File: config.mk
export PLATFORM = sky130hd
export DESIGN_NAME = tws_front
export DESIGN_NICKNAME = d
export VERILOG_FILES = /design/src/rtl/tws_pkg.sv /design/src/rtl/tws_sync.sv /design/src/rtl/tws_ctrl.sv /design/src/rtl/tws_front.sv
export SDC_FILE = /design/constraint.sdc
export NUM_CORES = 1
export LEC_CHECK = 0
export ABC_AREA = 1
export BUFFER_PORTS_ARGS = -buffer_cell sky130_fd_sc_hd__buf_2
export CAP_MARGIN = 20
export CORE_AREA = 2 2 66 92
export DETAILED_ROUTE_END_ITERATION = 6
export DIE_AREA = 0 0 68 94
export GPL_ROUTABILITY_DRIVEN = 0
export HOLD_SLACK_MARGIN = 0.1
export PLACE_DENSITY_LB_ADDON = 0.15
export SETUP_SLACK_MARGIN = 0.2
export SLEW_MARGIN = 20
export SYNTH_ARGS = -nofsm -noshare
export SYNTH_HDL_FRONTEND = slang
export SYNTH_HIERARCHICAL = 1
export SYNTH_SLANG_ARGS = --single-unit
File: constraint.sdc
create_clock -name clk_i -period 2.2 [get_ports clk_i]
set_input_delay 0.55 -clock clk_i [delete_from_list [all_inputs] [get_ports clk_i]]
set_output_delay 0.55 -clock clk_i [all_outputs]
set_load 0.05 [all_outputs]
File: src/rtl/tws_pkg.sv
package tws_pkg;
  localparam int BYTE_W = 8;
  localparam int OP_W   = 4;
  localparam int SEL_W  = 2;

  localparam logic [OP_W-1:0] OP_RD_LIVE  = 4'b1001;
  localparam logic [OP_W-1:0] OP_WR_LIVE  = 4'b1010;
  localparam logic [OP_W-1:0] OP_RD_BANK  = 4'b1011;
  localparam logic [OP_W-1:0] OP_WR_BANK  = 4'b1100;
  localparam logic [OP_W-1:0] OP_LOAD     = 4'b1101;
  localparam logic [OP_W-1:0] OP_SAVE     = 4'b1110;
  localparam logic [OP_W-1:0] OP_LOAD_ALL = 4'b0001;
  localparam logic [OP_W-1:0] OP_SAVE_ALL = 4'b1000;
  localparam logic [OP_W-1:0] OP_STEP     = 4'b0010;

  typedef enum logic [3:0] {
    ST_IDLE, ST_ADDR, ST_AACK, ST_INSTR, ST_IACK, ST_WDATA,
    ST_DACK, ST_RDATA, ST_STEP, ST_PEND, ST_IGNORE
  } st_e;
endpackage

File: src/rtl/tws_sync.sv
module tws_sync #(
  parameter int STAGES = 2
) (
  input  logic clk_i,
  input  logic rst_ni,
  input  logic scl_i,
  input  logic sda_i,
  output logic sda_o,
  output logic rise_o,
  output logic fall_o,
  output logic start_o,
  output logic stop_o
);
  logic [STAGES-1:0] scl_q, sda_q;
  logic scl_p, sda_p;
  logic scl_s, sda_s;

  always_ff @(posedge clk_i or negedge rst_ni) begin
    if (!rst_ni) begin
      scl_q <= '1;
      sda_q <= '1;
      scl_p <= 1'b1;
      sda_p <= 1'b1;
    end else begin
      scl_q <= {scl_q[STAGES-2:0], scl_i};
      sda_q <= {sda_q[STAGES-2:0], sda_i};
      scl_p <= scl_q[STAGES-1];
      sda_p <= sda_q[STAGES-1];
    end
  end

  assign scl_s   = scl_q[STAGES-1];
  assign sda_s   = sda_q[STAGES-1];
  assign sda_o   = sda_s;
  assign rise_o  = scl_s & ~scl_p;
  assign fall_o  = ~scl_s & scl_p;
  assign start_o = scl_s & scl_p & sda_p & ~sda_s;
  assign stop_o  = scl_s & scl_p & ~sda_p & sda_s;
endmodule

File: src/rtl/tws_ctrl.sv
module tws_ctrl
  import tws_pkg::*;
#(
  parameter logic [3:0] DEV_TYPE = 4'b0101,
  parameter int DATA_W = 6
) (
  input  logic                clk_i,
  input  logic                rst_ni,
  input  logic                sda_i,
  input  logic                rise_i,
  input  logic                fall_i,
  input  logic                start_i,
  input  logic                stop_i,
  input  logic [3:0]          dev_addr_i,
  input  logic                busy_i,
  input  logic [DATA_W-1:0]   rd_data_i,
  output logic                sda_oe_o,
  output logic                cmd_valid_o,
  output logic [OP_W-1:0]     cmd_op_o,
  output logic [SEL_W-1:0]    cmd_reg_o,
  output logic [SEL_W-1:0]    cmd_pot_o,
  output logic [DATA_W-1:0]   cmd_data_o,
  output logic                step_o,
  output logic                step_up_o,
  output st_e                 st_o
);
  localparam int CNT_W = $clog2(BYTE_W + 1);
  localparam logic [CNT_W-1:0] CNT_FULL = CNT_W'(BYTE_W);
  localparam int PAD_W = BYTE_W - DATA_W;

  st_e               st;
  logic [CNT_W-1:0]  cnt;
  logic [BYTE_W-1:0] sh, tx;
  logic              sda_hi;

  always_ff @(posedge clk_i or negedge rst_ni) begin
    if (!rst_ni) begin
      st          <= ST_IDLE;
      cnt         <= '0;
      sh          <= '0;
      tx          <= '0;
      sda_hi      <= 1'b0;
      sda_oe_o    <= 1'b0;
      cmd_valid_o <= 1'b0;
      cmd_op_o    <= '0;
      cmd_reg_o   <= '0;
      cmd_pot_o   <= '0;
      cmd_data_o  <= '0;
      step_o      <= 1'b0;
      step_up_o   <= 1'b0;
    end else begin
      cmd_valid_o <= 1'b0;
      step_o      <= 1'b0;
      if (stop_i) begin
        if (st == ST_PEND) cmd_valid_o <= 1'b1;
        st       <= ST_IDLE;
        sda_oe_o <= 1'b0;
      end else if (start_i) begin
        st       <= ST_ADDR;
        cnt      <= '0;
        sda_oe_o <= 1'b0;
      end else begin
        unique case (st)
          ST_ADDR, ST_INSTR, ST_WDATA: begin
            if (rise_i) begin
              sh  <= {sh[BYTE_W-2:0], sda_i};
              cnt <= cnt + 1'b1;
            end else if (fall_i && cnt == CNT_FULL) begin
              cnt <= '0;
              if (st == ST_ADDR) begin
                if (sh == {DEV_TYPE, dev_addr_i} && !busy_i) begin
                  st <= ST_AACK; sda_oe_o <= 1'b1;
                end else st <= ST_IGNORE;
              end else if (st == ST_INSTR) begin
                cmd_op_o  <= sh[7:4];
                cmd_reg_o <= sh[3:2];
                cmd_pot_o <= sh[1:0];
                st        <= ST_IACK;
                sda_oe_o  <= 1'b1;
              end else begin
                cmd_data_o <= sh[DATA_W-1:0];
                st         <= ST_DACK;
                sda_oe_o   <= 1'b1;
              end
            end
          end
          ST_AACK: if (fall_i) begin
            sda_oe_o <= 1'b0;
            st       <= ST_INSTR;
          end
          ST_IACK: if (fall_i) begin
            sda_oe_o <= 1'b0;
            case (cmd_op_o)
              OP_RD_LIVE, OP_RD_BANK: begin
                st       <= ST_RDATA;
                sda_oe_o <= 1'b1;  // first pad bit is zero
                tx       <= {{(PAD_W-1){1'b0}}, rd_data_i, 1'b0};
              end
              OP_WR_LIVE, OP_WR_BANK: st <= ST_WDATA;
              OP_STEP:                st <= ST_STEP;
              OP_LOAD, OP_SAVE, OP_LOAD_ALL, OP_SAVE_ALL: st <= ST_PEND;
              default:                st <= ST_IGNORE;
            endcase
          end
          ST_RDATA: begin
            if (rise_i) cnt <= cnt + 1'b1;
            else if (fall_i) begin
              if (cnt == CNT_FULL) begin
                sda_oe_o <= 1'b0;
                st       <= ST_IGNORE;
              end else begin
                sda_oe_o <= ~tx[BYTE_W-1];
                tx       <= {tx[BYTE_W-2:0], 1'b0};
              end
            end
          end
          ST_DACK: if (fall_i) begin
            sda_oe_o    <= 1'b0;
            cmd_valid_o <= 1'b1;
            st          <= ST_IGNORE;
          end
          ST_STEP: begin
            if (rise_i) sda_hi <= sda_i;
            else if (fall_i) begin
              step_o    <= 1'b1;
              step_up_o <= sda_hi;
            end
          end
          default: ;
        endcase
      end
    end
  end

  assign st_o = st;
endmodule

File: src/rtl/tws_front.sv
module tws_front
  import tws_pkg::*;
#(
  parameter logic [3:0] DEV_TYPE    = 4'b0101,
  parameter int         DATA_W      = 6,
  parameter int         SYNC_STAGES = 2
) (
  input  logic              clk_i,
  input  logic              rst_ni,
  input  logic              scl_i,
  input  logic              sda_i,
  output logic              sda_oe_o,
  input  logic [3:0]        dev_addr_i,
  input  logic              busy_i,
  input  logic [DATA_W-1:0] rd_data_i,
  output logic              cmd_valid_o,
  output logic [OP_W-1:0]   cmd_op_o,
  output logic [SEL_W-1:0]  cmd_reg_o,
  output logic [SEL_W-1:0]  cmd_pot_o,
  output logic [DATA_W-1:0] cmd_data_o,
  output logic              step_o,
  output logic              step_up_o
);
  logic sda_s, rise, fall, start, stop;
  st_e  st;

  tws_sync #(.STAGES(SYNC_STAGES)) i_sync (
    .clk_i, .rst_ni, .scl_i, .sda_i,
    .sda_o(sda_s), .rise_o(rise), .fall_o(fall), .start_o(start), .stop_o(stop)
  );

  tws_ctrl #(.DEV_TYPE(DEV_TYPE), .DATA_W(DATA_W)) i_ctrl (
    .clk_i, .rst_ni, .sda_i(sda_s), .rise_i(rise), .fall_i(fall),
    .start_i(start), .stop_i(stop), .dev_addr_i, .busy_i, .rd_data_i,
    .sda_oe_o, .cmd_valid_o, .cmd_op_o, .cmd_reg_o, .cmd_pot_o, .cmd_data_o,
    .step_o, .step_up_o, .st_o(st)
  );
endmodule

==> results of run 1 <==
[registers in the layout, summed over array words and instances (netlist names), 4 cells and up]
| name | flops |
|---|---|
| i_ctrl/cmd_data_o | 6 |
| i_ctrl/cmd_op_o | 4 |
| i_ctrl/cnt | 4 |
| i_ctrl/sh | 8 |
| i_ctrl/st_o | 4 |
| i_ctrl/tx | 7 |
[worst max-delay path by stage]
stage / slack (ns) / cells past startpoint / to
2_1_floorplan: 0.50 / 11 / i_ctrl/st_o[1]$_DFFE_PN0P_
3_3_place_gp: 0.20 / 11 / i_ctrl/st_o[2]$_DFFE_PN0P_
3_5_place_dp: 0.22 / 11 / i_ctrl/st_o[1]$_DFFE_PN0P_
4_1_cts: 0.24 / 11 / i_ctrl/st_o[1]$_DFFE_PN0P_
5_1_grt: 0.20 / 11 / i_ctrl/st_o[1]$_DFFE_PN0P_
6_report: 0.33 / 11 / i_ctrl/st_o[2]$_DFFE_PN0P_
[Yosys cell counts (3+ instances only)]
master,instances,area (µm²)
inv_1,31,116
inv_2,4,15.0
o21ai_0,21,105
nand2_1,87,327
dfstp_2,6,158
dfrtp_1,42,1050
a21oi_1,5,25.0
nor3_1,4,20.0
o21ai_1,15,75.1
nor2_4,3,33.8
nand3_1,22,110
nor2_1,38,143
nand4_1,3,18.8
o31ai_1,5,37.5
nand2_2,3,18.8
[kinds of logic after synthesis]
kind of cell,Yosys count
buffers and inverters,41
muxes,1
and+or+nand+nor,166
xor gates and xnor gates,2
DFF,48
AOI/OAI and AO/OA,48
adders and majority gates,2
[layout make-up]
cell class	instances	area [µm²]	area share
multi-input cells	219	1070	0.379
well taps	68	85.1	0.0301
clock inverters	2	60.1	0.0212
inverters	35	131	0.0465
clock buffers	6	72.6	0.0257
flip-flops and latches	48	1210	0.428
repair buffers	37	198	0.0699
[per-stage QoR]
step           cell area (µm²)  cells  power, W  setup WS, ns
2_1_floorplan             2420    308   0.00199         0.496
3_3_place_gp              2670    407   0.00222         0.201
3_5_place_dp              2670    407   0.00224         0.218
4_1_cts                   2800    415   0.00299         0.240
5_1_grt                   2830    415   0.00321         0.201
6_report                  2830    415   0.00298         0.327
[repair_timing]
item / in CTS / in global routing
gates cloned: 0 / 0
endpoints found under the setup margin: 4 / 17
pin swaps: 0 / 1
gates resized for setup: 1 / 7
[power by group]
group,leakage [nW],internal (W),switching [W]
Sequential,0.620,0.00106,0.000146
Combinational,0.719,0.000342,0.000679
Clock,0.0654,0.000454,0.000296
Total,1.41,0.00186,0.00112
[layer usage]
metal	routed length, µm	vias up	global-route usage
li1	-	1062	-
met2	2690	55	0.312
met4	157	0	0.0883
met1	2270	967	0.223
met3	230	10	0.0336
met5	0	-	0
==> metrics.yaml, run 1 <==
hold_buffers: 0
fin_nets: 363
avgSynthCellArea_um2: 7.86
n_antenna_cell: 0
drv_cap: 0
synth_top_family_by_area: "simple AND/OR/NAND/NOR gates"
final_common_cell: "nand2_1"
cp-start-kind: "register"
drt-pass1-iter-count: 4
tightest_slew_ns: 0.521
ys_warn_count: 6
path_clk_slew_ns: 0.09
die-area_mm2: 0.00639
synth-compound-area-share: 0.108
vdd_drop_max_v: 0.000416
htreeDepth: 2
synthArstFlopShare: 1.00
reg2reg_to: "i_ctrl/st_o[2]$_DFFE_PN0P_"
status: "finished clean"
cp_max_fo: 10
drive_gt1_frac: 0.213
clock_latency_ns: 0.30
crit_family: "simple AND/OR/NAND/NOR gates"
grt_max_degree: 23
cp.arrival_ns: 2.11
finalClockSkew_ns: 0.00692
clock_sinks: 48
cts_setup_buffers: 0
ant_nets: 0
coreArea_mm2: 0.00553
tritoncts: "built"
dp_hpwl_mm: 4.08
initial_utilization: 0.438
seq_area_frac_synth: 0.499
antenna_found_initial: 0
fill_cells: 548
p_per_area_mw_per_mm2: 1050
finalSetupViolations: 0
crit_start: "i_sync/scl_q[1]$_DFF_PN1_"
max-slew-margin-rel: 0.653
grt_pass1_wl_mm: 8.87
r2r_cells: 11
critical_path_class: "register to register"
hold_path.class: "input port to asynchronous set/reset pin"
wl_per_cell_um: 12.9
ff2ff_setup_slack_ns: 0.33
portBuffers: 32
grt_pass1_vias: 1980
synth_cell_types: 30
rsz0062_at_grt: "no"
grt_use_total: 0.186
ys.flop_type: "dfrtp_1"
drt_wl_total_mm: 5.35
die_y_um: 94
required_ns: 2.43
hold_viol: 0
via_per_inst: 5.05
synthMuxAreaShare: 0.00465
synth_xor_area_frac: 0.00723
fin_crit_ns: 1.87
period_share: 0.852
cts_root_buf: "clkbuf_8"
total_leakage_power_nw: 1.41
r2r_start: "i_sync/scl_q[1]$_DFF_PN1_"
syn_area_mm2: 0.00242
ios: 33
fin_tns_setup_ns: 0
vias: 2094
path_common_cell: "nor2_1"
cts_buffer_depth: 2
endpoint_kind: "register"
slowest_stage: "dfstp_2"
fmax_mhz: 534
ys_ff_latch: 48
overflow: 0
route.detailed.drc: 0
slew_violations: 0
finish.utilization: 0.512
fin_hold_ws_ns: 0.212
layout_common_cells: "nand2_1 (85), dfrtp_1 (42), nor2_1 (36)"
synthAdderAreaFrac: 0.0103
row_count: 32
first_iter_violations: 95
syn-instance-count: 308
synth-simple-area-share: 0.302
crit_path_max_incr_delay_ns: 0.58
fp.dieW_um: 68
syn-num-nets: 325
cts_buffers: 5
crit_chain: "nand2_2, nor2_2, nor2_1, buf_4, inv_2, nor2_1, nand2_1, nand3_2, nor2_4, nand3_1, o21ai_1"
synth_enable_flop_cells: 0
areaGrowthSynthToFinish_pct: 16.7
critPathBufInv: 2
(Power assumes the default switching activity.)
==> inputs of run 2 (changes only) <==
--- a/config.mk
+++ b/config.mk
@@ -10,7 +10,8 @@
 export CAP_MARGIN = 20
-export CORE_AREA = 2 2 66 92
+export CORE_AREA = 2 2 77 79
 export DETAILED_ROUTE_END_ITERATION = 6
-export DIE_AREA = 0 0 68 94
+export DIE_AREA = 0 0 79 81
 export GPL_ROUTABILITY_DRIVEN = 0
 export HOLD_SLACK_MARGIN = 0.1
+export MAX_ROUTING_LAYER = met4
 export PLACE_DENSITY_LB_ADDON = 0.15
==> constraint.sdc (replaced) <==
create_clock -name clk_i -period 2.2 [get_ports clk_i]
set_input_delay 0.66 -clock clk_i [delete_from_list [all_inputs] [get_ports clk_i]]
set_output_delay 0.66 -clock clk_i [all_outputs]
set_load 0.05 [all_outputs]
==> run 2 against run 1 <==
Non-clock buffer count down 1. Die area up 0.11%. Critical path type unchanged. Maximum frequency up 4.2%. Wire length down 2.3%. Cell count increased by 1.4%. Critical endpoint is now i_ctrl/st_o[1]$_DFFE_PN0P_.
==> metrics.yaml, run 2 (synthesized netlist as in run 1, its figures left out) <==
slew_violations: 0  # unchanged
grt_pass1_vias: 2098  # +6.0%
ff2ff_setup_slack_ns: 0.40  # +0.08 ns
fin_tns_setup_ns: 0  # unchanged
clock_latency_ns: 0.30  # about the same
fin_nets: 362  # -0.28%
row_count: 28  # -13%
cts_buffers: 5  # unchanged
layout_setup_ws_ns: 0.402  # +0.0751 ns
antenna_found_initial: 0  # unchanged
p_per_area_mw_per_mm2: 1010  # -4.5%
design_area_mm2: 0.00283  # about the same
ios: 33  # unchanged
n_antenna_cell: 0  # unchanged
power_switching_w: 0.00111  # -1.2%
total_leakage_power_nw: 1.40  # -0.71%
overflow: 0  # unchanged
vias: 2046  # -2.3%
hold_viol: 0  # unchanged
cp-start-kind: "register"
path_common_cell: "nor2_1"
preCtsSetupSlack_ns: 0.257  # +0.0385 ns
coreArea_mm2: 0.00568  # +2.7%
internal_power_w: 0.00174  # -6.3%
status: "finished clean"
hold_path.class: "input port to asynchronous set/reset pin"
die_y_um: 81  # -14%
crit_family: "simple AND/OR/NAND/NOR gates"
cp.arrival_ns: 2.02  # -0.09 ns
crit_path_max_incr_delay_ns: 0.57  # about the same
clock_sinks: 48  # unchanged
route.detailed.drc: 0  # unchanged
wl_per_cell_um: 12.4  # -3.7%
max-slew-margin-rel: 0.716  # +0.0631
tritoncts: "built"
r2r_start: "i_sync/scl_q[1]$_DFF_PN1_"
cp_max_fo: 10  # unchanged
critPathBufInv: 2  # unchanged
required_ns: 2.42  # about the same
cts_buffer_depth: 2  # unchanged
fp.dieW_um: 79  # +16%
ant_nets: 0  # unchanged
critical_path_class: "register to register"
period_share: 0.817  # -0.0341
endpoint_kind: "register"
final_common_cell: "nand2_1"
die-area_mm2: 0.00640  # +0.11%
postCtsResizedCells: 0  # -1
largestRegisters: "i_ctrl/sh (8), i_ctrl/tx (7), i_ctrl/cmd_data_o (6)"
tightest_slew_ns: 0.421  # -0.0991 ns
vdd_drop_max_v: 0.000376  # -9.4%
crit_chain: "nand2_2, nor2_4, nor2_1, buf_4, inv_4, nor2_1, nand2_1, nand3_2, nor2_4, nor2_1, a21oi_1"
rsz0062_at_grt: "no"
htreeDepth: 2  # unchanged
dpl_cell_area_mm2: 0.00268  # +0.52%
clkPwrFrac: 0.218  # -0.034
dp_hpwl_mm: 3.86  # -5.3%
crit_start: "i_sync/scl_q[1]$_DFF_PN1_"
drv_cap: 0  # unchanged
grt_max_degree: 49  # +110%
drt_wl_total_mm: 5.23  # -2.3%
cts_root_buf: "clkbuf_8"
top_register: "i_ctrl/sh"
drive_gt1_frac: 0.214  # +0.000616
areaGrowthSynthToFinish_pct: 16.7  # about the same
r2r_cells: 11  # unchanged
grt_use_total: 0.194  # +0.00839
portBuffers: 32  # unchanged
fin_crit_ns: 1.80  # -0.0751 ns
cts_setup_buffers: 0  # unchanged
via_per_inst: 4.86  # -3.7%
grt_pass1_wl_mm: 9.47  # +6.8%
slowest_stage: "dfstp_2"
sw_frac_of_total: 0.389  # +0.0125
combPwrFrac: 0.356  # +0.013
finalSetupViolations: 0  # unchanged
reg2reg_to: "i_ctrl/st_o[1]$_DFFE_PN0P_"
fmax_mhz: 556  # +4.2%
finalClockSkew_ns: 0.00981  # +0.00289 ns
largest_reg_flops: 8  # unchanged
layout_common_cells: "nand2_1 (85), dfrtp_1 (42), nor2_1 (35)"
drt-pass1-iter-count: 4  # unchanged
initial_utilization: 0.427  # -0.0116
hold_buffers: 0  # unchanged
power.sequential.fraction: 0.425  # +0.020
first_iter_violations: 129  # +36%
finalPower_w: 0.00285  # -4.4%
path_clk_slew_ns: 0.09  # about the same
==> run 2: power groups by stage <==
stage | clock (W) | sequential [W] | combinational [W]
floorplan | 0 | 0.00125 | 0.000744
global route | 0.000684 | 0.00124 | 0.00119
detailed placement | 0 | 0.00123 | 0.000996
CTS | 0.000644 | 0.00121 | 0.00100
finish | 0.000622 | 0.00121 | 0.00101
global placement | 0 | 0.00122 | 0.000988
==> run 2: layer usage <==
layer,global-route usage,up-vias,part of all wire
met1,0.250,931,0.47
met4,0.0690,0,0.013
met3,0.0489,4,0.051
met5,-,-,0
li1,-,1060,-
met2,0.299,51,0.47
==> run 2: metrics by stage <==
step	instances	hold WS [ns]	util
floorplan	308	0.345	-
global placement	413	0.346	0.473
detailed placement	413	0.347	0.473
CTS	421	0.345	0.492
global route	421	0.339	0.498
finish	421	0.328	0.498
==> run 2: worst max path at each step <==
stage | endpoint | slack [ns] | cells past startpoint
after global placement | i_ctrl/st_o[0]$_DFFE_PN0P_ | 0.25 | 11
after global routing | i_ctrl/st_o[1]$_DFFE_PN0P_ | 0.21 | 11
after CTS | i_ctrl/st_o[1]$_DFFE_PN0P_ | 0.24 | 11
final | i_ctrl/st_o[1]$_DFFE_PN0P_ | 0.40 | 11
after detailed placement | i_ctrl/st_o[1]$_DFFE_PN0P_ | 0.26 | 11
after floorplan | i_ctrl/st_o[1]$_DFFE_PN0P_ | 0.50 | 11
==> run 2: area by class of cell <==
cell class,instances,area [µm²]
well taps,75,93.8
clock inverters,2,35.0
clock buffers,6,72.6
inverters,35,134
flip-flops and latches,48,1210
multi-input cells,219,1080
repair buffers,36,203
fillers,582,2850
==> inputs of run 3 (changes only) <==
Clock period 2.2 ns to 1.9 ns, I/O delays scaled along.
==> run 3 against run 2 <==
Clock skew decreased by 0.0037 ns. Combinational power increased by 33%. Worst hold slack got worse by 0.098 ns. Flip-flop and latch count unchanged. Worst setup slack got worse by 0.21 ns. Total power increased by 19%. Die area unchanged. First-iteration DRC count fell by 26%. Via count is 6.5% higher. Largest power group unchanged. Clock power up 3.9%.
==> metrics.yaml, run 3 (synthesized netlist as in run 1, its figures left out) <==
status: "finished clean"
grt_max_degree: 28  # -43%
clkPwrFrac: 0.190  # -0.028
top_register: "i_ctrl/sh"
die-area_mm2: 0.00640  # unchanged
coreArea_mm2: 0.00568  # unchanged
fp.dieW_um: 79  # unchanged
fin_tns_setup_ns: 0  # unchanged
reg2reg_to: "i_ctrl/tx[2]$_DFFE_PN0P_"
rsz0062_at_grt: "yes"
dpl_cell_area_mm2: 0.00272  # +1.2%
endpoint_kind: "register"
grt_pass1_vias: 2099  # +0.048%
cp_max_fo: 7  # -3
drive_gt1_frac: 0.309  # +0.0955
antenna_found_initial: 0  # unchanged
wl_per_cell_um: 12.6  # +1.4%
die_y_um: 81  # unchanged
largest_reg_flops: 8  # unchanged
hold_viol: 0  # unchanged
dp_hpwl_mm: 3.94  # +2.0%
vdd_drop_max_v: 0.000420  # +12%
overflow: 0  # unchanged
path_clk_slew_ns: 0.09  # about the same
r2r_cells: 9  # -2
period_share: 0.898  # +0.0807
route.detailed.drc: 0  # unchanged
total_leakage_power_nw: 1.48  # +6.3%
max-slew-margin-rel: 0.655  # -0.0607
cp.arrival_ns: 1.92  # -0.10 ns
r2r_start: "i_sync/sda_q[1]$_DFF_PN1_"
cts_buffers: 5  # unchanged
cp-start-kind: "register"
n_antenna_cell: 0  # unchanged
clock_latency_ns: 0.30  # about the same
finalSetupViolations: 0  # unchanged
clock_sinks: 48  # unchanged
fmax_mhz: 586  # +5.4%
combPwrFrac: 0.394  # +0.038
grt_pass1_wl_mm: 9.49  # +0.22%
cts_root_buf: "clkbuf_8"
critical_path_class: "register to register"
ff2ff_setup_slack_ns: 0.19  # -0.21 ns
tritoncts: "built"
vias: 2179  # +6.5%
fin_crit_ns: 1.71  # -0.0919 ns
drt-pass1-iter-count: 5  # +1
areaGrowthSynthToFinish_pct: 27.4
internal_power_w: 0.00201  # +16%
portBuffers: 32  # unchanged
htreeDepth: 2  # unchanged
drv_cap: 0  # unchanged
tightest_slew_ns: 0.517  # +0.0955 ns
ant_nets: 0  # unchanged
grt_use_total: 0.196  # +0.00221
cts_buffer_depth: 2  # unchanged
required_ns: 2.12  # -0.30 ns
via_per_inst: 4.99  # +2.6%
sw_frac_of_total: 0.407  # +0.0184
p_per_area_mw_per_mm2: 1100  # +9.3%
slew_violations: 0  # unchanged
largestRegisters: "i_ctrl/sh (8), i_ctrl/tx (7), i_ctrl/cmd_data_o (6)"
first_iter_violations: 95  # -26%
final_common_cell: "nand2_1"
design_area_mm2: 0.00309  # +9.2%
layout_common_cells: "nand2_1 (77), dfrtp_1 (40), buf_2 (32)"
power.sequential.fraction: 0.416  # -0.009
finalClockSkew_ns: 0.00613  # -0.00368 ns
fin_nets: 378  # +4.4%
row_count: 28  # unchanged
drt_wl_total_mm: 5.50  # +5.3%
power_switching_w: 0.00138  # +25%
initial_utilization: 0.427  # unchanged
hold_path.class: "input port to asynchronous set/reset pin"
ios: 33  # unchanged
run 3: changes by cell type in the layout (fill, tap and decap cells not counted), sizes merged:
cell / before / now
clkinv: 1 / 0
buf: 36 / 51
bufinv: 1 / 0
clkinvlp: 0 / 2
nand3: 24 / 25
run 3: final cells by class:
cell class                 count  area, µm²
fill                         544       2590
multi-input combinational    220       1220
sequential                    48       1210
timing repair buffer          51        327
inverter                      35        136
tap                           75       93.8
clock buffer                   6       82.6
clock inverter                 2       15.0
run 3: routing by layer:
metal  share of wire  vias up  wire length (µm)  global-route usage
met5               0        -                 0                   -
met4           0.029        0               161               0.102
met3           0.041       14               225              0.0267
met2            0.49       60              2680               0.333
met1            0.44     1011              2440               0.229
li1                -     1094                 -                   -
run 3: worst max path at each step:
stage | to | from | cells after the start | slack, ns
after CTS | i_ctrl/cmd_pot_o[0]$_DFFE_PN0P_ | i_sync/sda_q[1]$_DFF_PN1_ | 10 | 0.20
after global placement | i_ctrl/st_o[1]$_DFFE_PN0P_ | i_sync/scl_q[1]$_DFF_PN1_ | 11 | 0.07
after detailed placement | i_ctrl/st_o[1]$_DFFE_PN0P_ | i_sync/scl_q[1]$_DFF_PN1_ | 11 | 0.05
after global routing | i_ctrl/cnt[3]$_DFFE_PN0P_ | i_sync/scl_p$_DFF_PN1_ | 10 | 0.07
final | i_ctrl/tx[2]$_DFFE_PN0P_ | i_sync/sda_q[1]$_DFF_PN1_ | 9 | 0.19
after floorplan | i_ctrl/st_o[1]$_DFFE_PN0P_ | i_sync/scl_q[1]$_DFF_PN1_ | 11 | 0.23
run 3: worst max-delay path, cell delays in order (launching register included):
cell	delay, ns
dfstp_2	0.57
inv_1	0.05
nand2_2	0.07
nor2_4	0.05
nor2_4	0.11
buf_6	0.15
nand2_1	0.10
nand2_2	0.11
nand3_4	0.16
o31ai_4	0.25
run 3: what timing repair did:
item	4_1_cts	5_1_grt
buffers inserted	5	6
resized for setup	16	34
setup endpoints to repair	15	40
hold buffers	0	0
cloned	1	0
pin swaps	7	12
run 3: per-stage QoR:
stage	power, W	instances	worst slack (ns)	hold slack, ns	util
after global routing	0.00367	437	0.0729	0.259	0.544
final	0.00340	437	0.194	0.230	0.544
after CTS	0.00330	431	0.202	0.230	0.515
after floorplan	0.00230	308	0.232	0.274	-
after global placement	0.00256	417	0.0707	0.346	0.478
after detailed placement	0.00257	417	0.0487	0.347	0.478
run 3: power by group through the flow:
stage / registers (W) / logic (W) / clock network, W
global route: 0.00145 / 0.00152 / 0.000709
finish: 0.00141 / 0.00134 / 0.000646
floorplan: 0.00144 / 0.000861 / 0
CTS: 0.00140 / 0.00122 / 0.000680
detailed placement: 0.00141 / 0.00116 / 0
global placement: 0.00141 / 0.00115 / 0
